===== src/rtl/err_irq_pkg.sv =====
package err_irq_pkg;
  // Offsets with a fixed meaning for the read/write decode
  localparam int unsigned OFF_PEND = 0;
  localparam int unsigned OFF_STAT = 1;
  localparam int unsigned OFF_MASK = 2;
  localparam int unsigned OFF_EVT  = 3;

  typedef enum logic [1:0] {
    CAP_EDGE  = 2'd0,
    CAP_LEVEL = 2'd1
  } cap_mode_e;
endpackage


===== src/rtl/err_evt_capture.sv =====
module err_evt_capture
  import err_irq_pkg::*;
#(
  parameter cap_mode_e MODE = CAP_EDGE
) (
  input  logic clk,
  input  logic rst_n,
  input  logic status,
  output logic capture
);
  logic hist_q;
  logic primed_q;

  // One history flop for the previous status value, plus a primed flag
  // so a status already high at reset release is not a new event.
  always_ff @(posedge clk or negedge rst_n) begin
    if (!rst_n) begin
      hist_q   <= 1'b0;
      primed_q <= 1'b0;
    end else begin
      hist_q   <= status;
      primed_q <= 1'b1;
    end
  end

  generate
    if (MODE == CAP_EDGE) begin : g_edge
      assign capture = status & ~hist_q & primed_q;
    end else begin : g_level
      logic unused_hist;
      assign unused_hist = hist_q;
      assign capture = status & primed_q;
    end
  endgenerate
endmodule


===== src/rtl/err_irq_regs.sv =====
module err_irq_regs (
  input  logic clk,
  input  logic rst_n,
  input  logic capture,
  input  logic mask_wr,
  input  logic mask_wbit,
  input  logic evt_clr,
  output logic mask_q,
  output logic evt_q
);
  always_ff @(posedge clk or negedge rst_n) begin
    if (!rst_n) begin
      mask_q <= 1'b0;
    end else if (mask_wr) begin
      mask_q <= mask_wbit;
    end
  end

  // A capture takes priority over a clear, so no event is lost
  always_ff @(posedge clk or negedge rst_n) begin
    if (!rst_n) begin
      evt_q <= 1'b0;
    end else if (capture) begin
      evt_q <= 1'b1;
    end else if (evt_clr) begin
      evt_q <= 1'b0;
    end
  end
endmodule


===== src/rtl/err_irq_rdmux.sv =====
module err_irq_rdmux
  import err_irq_pkg::*;
#(
  parameter int unsigned ADDR_W = 4,
  parameter int unsigned DATA_W = 8
) (
  input  logic [ADDR_W-1:0] addr,
  input  logic              pend,
  input  logic              stat,
  input  logic              mask,
  input  logic              evt,
  output logic [DATA_W-1:0] rdata
);
  localparam int unsigned PAD_W = DATA_W - 1;

  logic bit0;

  always_comb begin
    bit0 = 1'b0;
    if (addr == ADDR_W'(OFF_PEND))      bit0 = pend;
    else if (addr == ADDR_W'(OFF_STAT)) bit0 = stat;
    else if (addr == ADDR_W'(OFF_MASK)) bit0 = mask;
    else if (addr == ADDR_W'(OFF_EVT))  bit0 = evt;
  end

  assign rdata = {{PAD_W{1'b0}}, bit0};
endmodule


===== src/rtl/err_irq_csr.sv =====
module err_irq_csr
  import err_irq_pkg::*;
#(
  parameter int unsigned ADDR_W = 4,
  parameter int unsigned DATA_W = 8,
  parameter cap_mode_e   MODE   = CAP_EDGE
) (
  input  logic              clk,
  input  logic              rst_n,
  input  logic              err_status,
  input  logic [ADDR_W-1:0] reg_addr,
  input  logic              reg_wr_en,
  input  logic [DATA_W-1:0] reg_wdata,
  output logic [DATA_W-1:0] reg_rdata,
  output logic              irq_pending
);
  logic capture;
  logic mask_wr;
  logic evt_clr;
  logic mask_q;
  logic evt_q;
  logic wbit;

  assign wbit    = reg_wdata[0];
  assign mask_wr = reg_wr_en && (reg_addr == ADDR_W'(OFF_MASK));
  assign evt_clr = reg_wr_en && (reg_addr == ADDR_W'(OFF_EVT)) && wbit;

  err_evt_capture #(.MODE(MODE)) u_cap (
    .clk     (clk),
    .rst_n   (rst_n),
    .status  (err_status),
    .capture (capture)
  );

  err_irq_regs u_regs (
    .clk       (clk),
    .rst_n     (rst_n),
    .capture   (capture),
    .mask_wr   (mask_wr),
    .mask_wbit (wbit),
    .evt_clr   (evt_clr),
    .mask_q    (mask_q),
    .evt_q     (evt_q)
  );

  assign irq_pending = evt_q & mask_q;

  err_irq_rdmux #(.ADDR_W(ADDR_W), .DATA_W(DATA_W)) u_rd (
    .addr  (reg_addr),
    .pend  (irq_pending),
    .stat  (err_status),
    .mask  (mask_q),
    .evt   (evt_q),
    .rdata (reg_rdata)
  );
endmodule


===== config.mk =====
export PLATFORM = sky130hd
export DESIGN_NAME = err_irq_csr
export DESIGN_NICKNAME = d
export VERILOG_FILES = /design/src/rtl/err_irq_pkg.sv /design/src/rtl/err_evt_capture.sv /design/src/rtl/err_irq_regs.sv /design/src/rtl/err_irq_rdmux.sv /design/src/rtl/err_irq_csr.sv
export SDC_FILE = /design/constraint.sdc
export NUM_CORES = 1
export LEC_CHECK = 0
export ABC_AREA = 1
export BUFFER_PORTS_ARGS = -buffer_cell sky130_fd_sc_hd__buf_2
export CORE_AREA = 2 2 39 41
export DETAILED_ROUTE_END_ITERATION = 8
export DIE_AREA = 0 0 41 43
export PLACE_DENSITY = 0.5
export SETUP_SLACK_MARGIN = 0.02
export SYNTH_ARGS = -nofsm -noshare
export SYNTH_HDL_FRONTEND = slang
export SYNTH_HIERARCHICAL = 1
export SYNTH_SLANG_ARGS = --single-unit

===== constraint.sdc =====
create_clock -name clk -period 1.5 [get_ports clk]
set_clock_uncertainty 0.15 [all_clocks]
set_input_delay 0.075 -clock clk [delete_from_list [all_inputs] [get_ports clk]]
set_output_delay 0.075 -clock clk [all_outputs]
set_load 0.05 [all_outputs]

* After elaboration in Yosys (flattened, before gate mapping)
Cells that the tools add are included.
Word-level totals: flip-flop bits (word level) 4, input bits 16, output and inout port bits 9, word-level logic and storage cells 22
Cells by class: eq/ne operators 3, muxes and demuxes 6, bitwise gates (word level) 4, reduce and logical (&&, ||, !) cells 5
Operators by type and width (number):
- $eq A4 B2 Y1 const B | 2
- $mux W1 | 6
- $eq A4 B1 Y1 const B | 1
- $logic_not A4 Y1 | 1
- $and A1 B1 Y1 | 3
- $logic_and A1 B1 Y1 | 3
- $reduce_bool A2 Y1 | 1
- $not A1 Y1 | 1

* Logic depth before layout (Yosys ltp)
Gate-level depths: netlist of run 1.
depth after elaboration 5, depth in mapped cells 7, depth with buffers taken out 7

* By module
Netlist of run 1, hierarchy kept.
By module, submodules not included:
- err_irq_rdmux | times used 1, cells each 22, area an instance 118.9 µm², sequential area each 0.0 µm²
- err_irq_regs | times used 1, cells each 10, area an instance 80.1 µm², sequential area each 50.0 µm²
- err_evt_capture | times used 1, cells each 5, area an instance 63.8 µm², sequential area each 50.0 µm²
- err_irq_csr | times used 1, cells each 9, area an instance 33.8 µm², sequential area each 0.0 µm²

* Least setup slack after synthesis of run 1
Ideal clock, no wire load.
path kind register to output, from register u_regs.evt_q, to output port reg_rdata[0], data arrival time 1.185 ns, required time 1.275 ns, setup slack 0.090 ns, stages on the path, launching flop included 8, path buffers 1, cells stage by stage dfrtp_1 > nand2_1 > inv_1 > nand2_1 > nand3_1 > nand2_1 > nor2_2 > buf_4
Between the ends: elaborated cells between the ends (all ways) 5, those cells by class 4 x mux; 1 x bitwise
RTL lines:
- start, declared | line err_irq_regs.sv:9 | output logic evt_q
- start signal, assigned | line err_irq_regs.sv:22 | evt_q <= 1'b0;
- start signal, assigned | line err_irq_regs.sv:24 | evt_q <= 1'b1;
- start signal, assigned | line err_irq_regs.sv:26 | evt_q <= 1'b0;
- $and A1 B1 Y1 | line err_irq_csr.sv:46 | assign irq_pending = evt_q & mask_q;
- via irq_pending | line err_irq_csr.sv:15 | output logic irq_pending
- $mux W1 | line err_irq_rdmux.sv:20 | if (addr == ADDR_W'(OFF_PEND)) bit0 = pend;
- end, declared | line err_irq_csr.sv:14 | output logic [DATA_W-1:0] reg_rdata,
The timed path passes the listed nets, and every way through them passes these cells.

* Worst setup path in the final report of run 1
from input port err_status, to output port reg_rdata[0]
Between the ends: longest elaborated chain between the ends 2
RTL lines:
- start, declared | line err_irq_csr.sv:10 | input logic err_status,
- $mux W1 | line err_irq_rdmux.sv:21 | else if (addr == ADDR_W'(OFF_STAT)) bit0 = stat;
- $mux W1 | line err_irq_rdmux.sv:20
No other way between the ends.

==> results of run 1 <==
[registers in the layout, indices dropped and copies added, names as in the netlist]
| signal | flops |
|---|---|
| u_regs/mask_q | 1 |
| u_regs/evt_q | 1 |
| u_cap/hist_q | 1 |
| u_cap/primed_q | 1 |
[what timing repair did]
action                                  CTS  global route
hold buffers                              3             0
endpoints found under the hold margin     6             0
endpoints found under the setup margin    0             1
gates resized for setup                   0             2
[report_power, final]
part,switching (uW),internal [uW]
clock,38.7,89.1
combinational,94.3,31.5
sequential,6.17,119
[final cells by class]
| type | count | area, sq um |
|---|---|---|
| timing repair buffer | 13 | 82.6 |
| multi-input combinational | 32 | 129 |
| tap | 16 | 20.0 |
| fill | 159 | 1000 |
| sequential | 4 | 100 |
| clock buffer | 3 | 22.5 |
| inverter | 8 | 30.0 |
[synthesized netlist by cell type]
library cell   n
inv_1          8
conb_1         2
nor2_1         5
dfrtp_1        4
nor2_2         3
buf_4          8
nand3_1        1
nand2_1       15
[path summary, 6_finish.rpt]
check                                         start                         to  slack [ps]
setup / recovery                         err_status               reg_rdata[0]         110
hold / removal                                rst_n  u_regs/mask_q$_DFFE_PN0P_          20
setup reg to reg           u_cap/primed_q$_DFF_PN0_   u_regs/evt_q$_DFFE_PN0P_         710
hold reg to reg              u_cap/hist_q$_DFF_PN0_   u_regs/evt_q$_DFFE_PN0P_         340
max in group asynchronous                     rst_n     u_cap/hist_q$_DFF_PN0_        1060
min in group clk                        reg_addr[0]  u_regs/mask_q$_DFFE_PN0P_          40
[cell usage in the layout, fill, tap and decap left out]
cell / n
buf_2: 9
buf_4: 1
clkbuf_4: 3
conb_1: 8
dfrtp_1: 4
dlygate4sd3_1: 3
inv_1: 8
nand2_1: 15
nand3_1: 1
nor2_1: 5
nor2_2: 3
[stage by stage]
| step | instance area [sq um] | worst slack [ps] | utilization (%) | cells |
|---|---|---|---|---|
| after CTS | 382 | 47.5 | 27.6 | 76 |
| after global placement | 329 | 309 | 23.8 | 70 |
| after detailed placement | 329 | 325 | 23.8 | 70 |
| after global routing | 384 | 43.4 | 27.8 | 76 |
| final | 384 | 114 | 27.8 | 76 |
| after floorplan | 319 | 90.3 | - | 52 |
[cells by family after synthesis]
kind of cell	after synthesis	synth area share, %
other	2	2.53
buffers and inverters	16	30.4
AND/OR/NAND/NOR	24	33.3
flip-flops	4	33.8
[layer usage]
layer	up-vias	global-route usage [%]
li1	141	-
met1	105	7.21
met2	10	10.6
met3	0	0
met4	0	8.00
met5	-	0
[critical path, stage by stage]
cell and delay [ps]:
dlygate4sd3_1 520, buf_2 120, nand2_1 50, nand3_1 80
nand2_1 60, nor2_2 70, buf_4 190
==> results.toml, run 1 <==
[run_status]
status = "finished clean"

[placement]
dpl.hpwl_um = 386
io_buffers = 10
routabilityCongestion = 0.671

[drt]
antenna_left = 0
vias_per_cell = 3.37
wl_met1_um = 170
dr.pass1.iters = 1
drc = 0
wirelength_um = 464
top_layer_used = "met3"
vias = 256
wl_met3_um = 34
met2_length_um = 260
drt_iter0_markers = 0
wire_per_inst_um = 6.11

[timing]
setup_tns_ps = 0
timing.hold.ws_ps = 24.2
timing.final.crit_share_pct = 92.4
slew_viol_final = 0
max_freq_ghz = 0.721
setup_viol = 0
hold_violations = 0
rsz0062_at_grt = "false"
finalCriticalPeriod_ps = 1390

[floorplanning]
die-area_sq_um = 1760
rows = 14
core_area_sq_um = 1380
die_w_um = 41
die_y_um = 43
ios = 25
start_util_pct = 21.4

[layout]
area_delta_synth_final_pct = 29.5
nNetsFinal = 78
antennaDiodeCount = 0
drive_gt1_share_pct = 26.7

[global_routing]
grt_overflow = 0
grt_max_degree = 7
grt_pass1_vias = 230
track_usage_pct = 6.87
antenna_found_initial = 0
grt_pass1_wl_um = 793

[clock_tree]
cts.root.buffer_cell = "clkbuf_4"
cts_buffers = 3
clock_latency_ps = 230
clock-sinks = 4
htreeDepth = 1
cts_max_path_buffers = 2
cts_tree = "done"
post-cts-setup-buffers = 0
path_clk_slew_ps = 40

[worst_setup_path]
worstSetupPathType = "in2out"
path_max_fanout = 3
start_kind = "input port"
worstSetupEndpointType = "primary output"
required_ps = 1270
worst_ep_arrival_time_ps = 1160
ff2ff_path_depth = 4

[min_path]
min_path_type = "in2async"

[synth]
ys_types = 8
syn_inst = 46
synth_top_cells_by_area = "dfrtp_1 (34%), buf_4 (20%), nand2_1 (19%)"
ys_seq_elements = 4
netlist_area_sq_um = 297
yosysTopAreaCell = "dfrtp_1"
yosys_warnings = 6
yosys.area.top_type_share_pct = 33.8
synth.avg_cell_area_sq_um = 6.45
ys_seq_area_share_pct = 33.8

[power_and_ir_drop]
leakagePower_uw = 0.000227
power_uw = 379
vdd_drop_max_v = 0.000353
p_per_area_nw_per_um2 = 987

[run]
maxCapViolCount = 0
Power figures use the tool's default switching activity.
==> run 2, diff against run 1 <==
--- a/config.mk
+++ b/config.mk
@@ -11,6 +11,7 @@
 export DETAILED_ROUTE_END_ITERATION = 8
 export DIE_AREA = 0 0 41 43
 export PLACE_DENSITY = 0.5
+export RECOVER_POWER = 25
 export SETUP_SLACK_MARGIN = 0.02
 export SYNTH_ARGS = -nofsm -noshare
 export SYNTH_HDL_FRONTEND = slang
==> run 2 against run 1 <==
Worst setup slack is the same; power is 0.13% lower; die area did not move; critical endpoint unchanged; largest power group unchanged.
==> results.toml, run 2 (synthesis gave the netlist of run 1 again) <==
[worst_setup_path]
required_ps = 1270
critPathBufInv = 3
path_max_fanout = 3
start_kind = "input port"
worst_ep_arrival_time_ps = 1160
worstSetupEndpointType = "primary output"
worstSetupPathType = "in2out"
cpMostUsedCell = "nand2_1"
cp_slowest_cell = "dlygate4sd3_1"
critPathTopFamily = "buffers and inverters"
critPathMaxStageDelay_ps = 520
path_cells = "dlygate4sd3_1 -> buf_2 -> nand2_1 -> nand3_1 -> nand2_1 -> nor2_2 -> buf_4"

[drt]
vias = 256
wl_met1_um = 170
wirelength_um = 464
top_layer_used = "met3"
wire_per_inst_um = 6.11
met2_length_um = 260
antenna_left = 0
dr.pass1.iters = 1
wl_met3_um = 34
drc = 0
vias_per_cell = 3.37
drt_iter0_markers = 0

[floorplanning]
rows = 14
die-area_sq_um = 1760
die_y_um = 43
die_w_um = 41
ios = 25
start_util_pct = 21.4
core_area_sq_um = 1380

[power_and_ir_drop]
vdd_drop_max_v = 0.000353
p_per_area_nw_per_um2 = 989
leakagePower_uw = 0.000224

[placement]
post-place-ws_ps = 325
io_buffers = 10
dpl.hpwl_um = 386
routabilityCongestion = 0.671

[clock_tree]
clock-sinks = 4
htreeDepth = 1
clock_latency_ps = 230
cts_tree = "done"
cts.root.buffer_cell = "clkbuf_4"
cts_max_path_buffers = 2
path_clk_slew_ps = 40
cts_buffers = 3

[layout]
mostFrequentLayoutCell = "nand2_1"
drive_gt1_share_pct = 25.0
n_fill_cell = 157
antennaDiodeCount = 0
final_cell_mix = "nand2_1 (15), inv_1 (8), buf_2 (8), conb_1 (8), nor2_1 (5)"
nNetsFinal = 78
area_delta_synth_final_pct = 29.1

[global_routing]
antenna_found_initial = 0
grt_overflow = 0
grt_pass1_wl_um = 793
grt_pass1_vias = 230
track_usage_pct = 6.87
grt_max_degree = 7

[timing]
hold_violations = 0
finalCriticalPeriod_ps = 1390
max_freq_ghz = 0.721
slew_viol_final = 0
setup_tns_ps = 0
rsz0062_at_grt = "false"
timing.final.crit_share_pct = 92.4
setup_viol = 0
setup_ws_ps = 114

[min_path]
min_path_type = "in2reg"

[run_status]
status = "finished clean"

[run]
maxCapViolCount = 0
==> run 2: worst reg2reg max path: stages, from the launching register on <==
cell and delay, ps:
dfrtp_1 340, nand2_1 70, nor2_2 30, inv_1 40, nand2_1 50
==> run 2: area by class of cell <==
| class | instances | area [sq um] | share of cell area, % |
|---|---|---|---|
| multi-input cells | 32 | 129 | 33.7 |
| flip-flops and latches | 4 | 100 | 26.1 |
| inverters | 8 | 30.0 | 7.84 |
| repair buffers | 13 | 81.3 | 21.2 |
| well taps | 16 | 20.0 | 5.23 |
| clock buffers | 3 | 22.5 | 5.88 |
==> run 2: routing by layer <==
layer | vias to the layer above | GRT usage, %
li1 | 141 | -
met1 | 105 | 7.21
met2 | 10 | 10.6
met3 | 0 | 0
met4 | 0 | 8.00
met5 | - | 0
==> run 2: final timing paths <==
path,endpoint,cells after the start,slack [ps],start
worst max-delay path,reg_rdata[0],7,110,err_status
worst min-delay path,u_regs/mask_q$_DFFE_PN0P_,4,40,reg_addr[0]
worst max register to register,u_regs/evt_q$_DFFE_PN0P_,4,700,u_cap/primed_q$_DFF_PN0_
worst min register to register,u_regs/evt_q$_DFFE_PN0P_,3,340,u_cap/hist_q$_DFF_PN0_
max in group asynchronous,u_cap/hist_q$_DFF_PN0_,2,980,rst_n
min in group asynchronous,u_regs/mask_q$_DFFE_PN0P_,2,50,rst_n
==> run 2: power breakdown <==
group          switching [uW]  leakage (uW)  internal (uW)
clock network            38.5     0.0000138           89.1
logic                    94.3      0.000165           31.2
registers                6.17     0.0000454            119
==> run 2: repair_timing <==
item | in CTS | in global routing
setup endpoints to repair | 0 | 1
hold buffers | 3 | 0
resized for setup | 0 | 2
buffers inserted | 0 | 0
endpoints found under the hold margin | 6 | 0
==> run 2: through the flow <==
step | instances | util [%] | cell area [sq um] | hold slack (ps) | total power, uW
final | 76 | 27.7 | 383 | 42.0 | 379
after global routing | 76 | 27.7 | 383 | 65.3 | 407
after CTS | 76 | 27.6 | 382 | 16.7 | 390
after detailed placement | 70 | 23.8 | 329 | -268 | 248
after global placement | 70 | 23.8 | 329 | -270 | 247
after floorplan | 52 | - | 319 | -371 | 235
==> run 3, diff against run 2 <==
--- a/config.mk
+++ b/config.mk
@@ -10,8 +10,10 @@
 export CORE_AREA = 2 2 39 41
 export DETAILED_ROUTE_END_ITERATION = 8
 export DIE_AREA = 0 0 41 43
+export GPL_TIMING_DRIVEN = 0
 export PLACE_DENSITY = 0.5
 export RECOVER_POWER = 25
+export REMOVE_ABC_BUFFERS = 1
 export SETUP_SLACK_MARGIN = 0.02
 export SYNTH_ARGS = -nofsm -noshare
 export SYNTH_HDL_FRONTEND = slang
==> run 3 against run 2 <==
Critical path depth did not move; combinational power barely moved; routed wire length rose by 2.8%; clock power rose by 5%; first-iteration DRC count did not move; cell count did not move; die area did not move; highest routed layer unchanged; core utilization rose by 0.27 points.
==> results.toml, run 3 (synthesis gave the netlist of run 1 again) <==
[run_status]
status = "finished clean"

[min_path]
min_path_type = "in2reg"

[layout]
mostFrequentLayoutCell = "nand2_1"
nNetsFinal = 78
final_cell_mix = "nand2_1 (15), inv_1 (8), buf_2 (8), conb_1 (8), nor2_1 (5)"
antennaDiodeCount = 0
area_delta_synth_final_pct = 30.4
final_core_util_pct = 27.9
drive_gt1_share_pct = 25.0

[floorplanning]
core_area_sq_um = 1380
start_util_pct = 21.4
die_y_um = 43
ios = 25
die-area_sq_um = 1760
rows = 14
die_w_um = 41

[worst_setup_path]
worstSetupPathType = "in2out"
worstSetupEndpointType = "primary output"
path_cells = "dlygate4sd3_1 -> buf_2 -> nand2_1 -> nand3_1 -> nand2_1 -> nor2_2 -> buf_6"
path_max_fanout = 3
critPathMaxStageDelay_ps = 520
worst_ep_arrival_time_ps = 1150
cpMostUsedCell = "nand2_1"
cp_slowest_cell = "dlygate4sd3_1"
start_kind = "input port"
required_ps = 1270

[power_and_ir_drop]
p_per_area_nw_per_um2 = 999
leakagePower_uw = 0.000225
power_uw = 386
vdd_drop_max_v = 0.000447

[global_routing]
grt_pass1_vias = 220
grt_overflow = 0
use_met2_pct = 9.69
antenna_found_initial = 0
met1_usage_pct = 8.09
grt_pass1_wl_um = 800
use_met3_pct = 1.57
busiest_layer = "met2"
grt_max_degree = 7
track_usage_pct = 7.14

[drt]
drt_iter0_markers = 0
antenna_left = 0
drc = 0
vias = 258
vias_per_cell = 3.39
dr.pass1.iters = 1
wire_per_inst_um = 6.28
wirelength_um = 477

[timing]
max_freq_ghz = 0.727
setup_viol = 0
hold_violations = 0
rsz0062_at_grt = "false"
finalCriticalPeriod_ps = 1370
timing.final.crit_share_pct = 91.7
slew_viol_final = 0

[run]
maxCapViolCount = 0

[clock_tree]
cts.root.buffer_cell = "clkbuf_4"
clock_latency_ps = 230
path_clk_slew_ps = 40
cts_tree = "done"
cts_max_path_buffers = 2
clock-sinks = 4
cts_buffers = 3
htreeDepth = 1

[placement]
dpl.hpwl_um = 381
routabilityCongestion = 0.596
io_buffers = 10
[run 3: layout make-up]
cell class	count	area, sq um
clock buffers	3	22.5
repair buffers	13	85.1
flip-flops and latches	4	100
inverters	8	30.0
well taps	16	20.0
multi-input cells	32	129
fillers	161	997
[run 3: timing repair]
action,in CTS,in global routing
endpoints found under the setup margin,0,1
resized for setup,0,3
hold buffers,3,0
endpoints found under the hold margin,6,0
buffers inserted,0,0
[run 3: worst max-delay path: cells and delay by family]
kind	cells	cell delay (ps)
AND/OR/NAND/NOR	4	270
buffers and inverters	3	800
[run 3: power breakdown]
| group | internal (uW) | switching [uW] |
|---|---|---|
| logic | 32.0 | 94.8 |
| registers | 119 | 6.33 |
| clock network | 89.5 | 44.4 |
[run 3: per-layer routing]
metal  vias to the layer above  wire, um  part of all wire [%]
li1                        142         -                     -
met1                       104       202                    42
met2                        12       228                    48
met3                         0        46                   9.6
met4                         0         0                     0
met5                         -         0                     0
[run 3: metrics by stage]
stage / worst slack (ps) / cell area (sq um) / cells / hold slack [ps] / TNS [ps]
finish: 125 / 387 / 76 / 44.9 / 0
global placement: 318 / 329 / 70 / -266 / 0
global route: 37.4 / 387 / 76 / 97.6 / 0
floorplan: -73.1 / 259 / 44 / -371 / -73.1
detailed placement: 316 / 329 / 70 / -265 / 0
CTS: 48.5 / 382 / 76 / 9.72 / 0
[run 3: worst paths after layout]
kind / start / endpoint / slack, ps / cells past startpoint
max: err_status / reg_rdata[0] / 130 / 7
min: reg_addr[0] / u_regs/mask_q$_DFFE_PN0P_ / 40 / 4
max reg2reg: u_cap/primed_q$_DFF_PN0_ / u_regs/evt_q$_DFFE_PN0P_ / 720 / 4
min reg2reg: u_cap/hist_q$_DFF_PN0_ / u_regs/evt_q$_DFFE_PN0P_ / 330 / 3
max in group asynchronous: rst_n / u_regs/mask_q$_DFFE_PN0P_ / 970 / 2
min in group asynchronous: rst_n / u_cap/hist_q$_DFF_PN0_ / 50 / 2
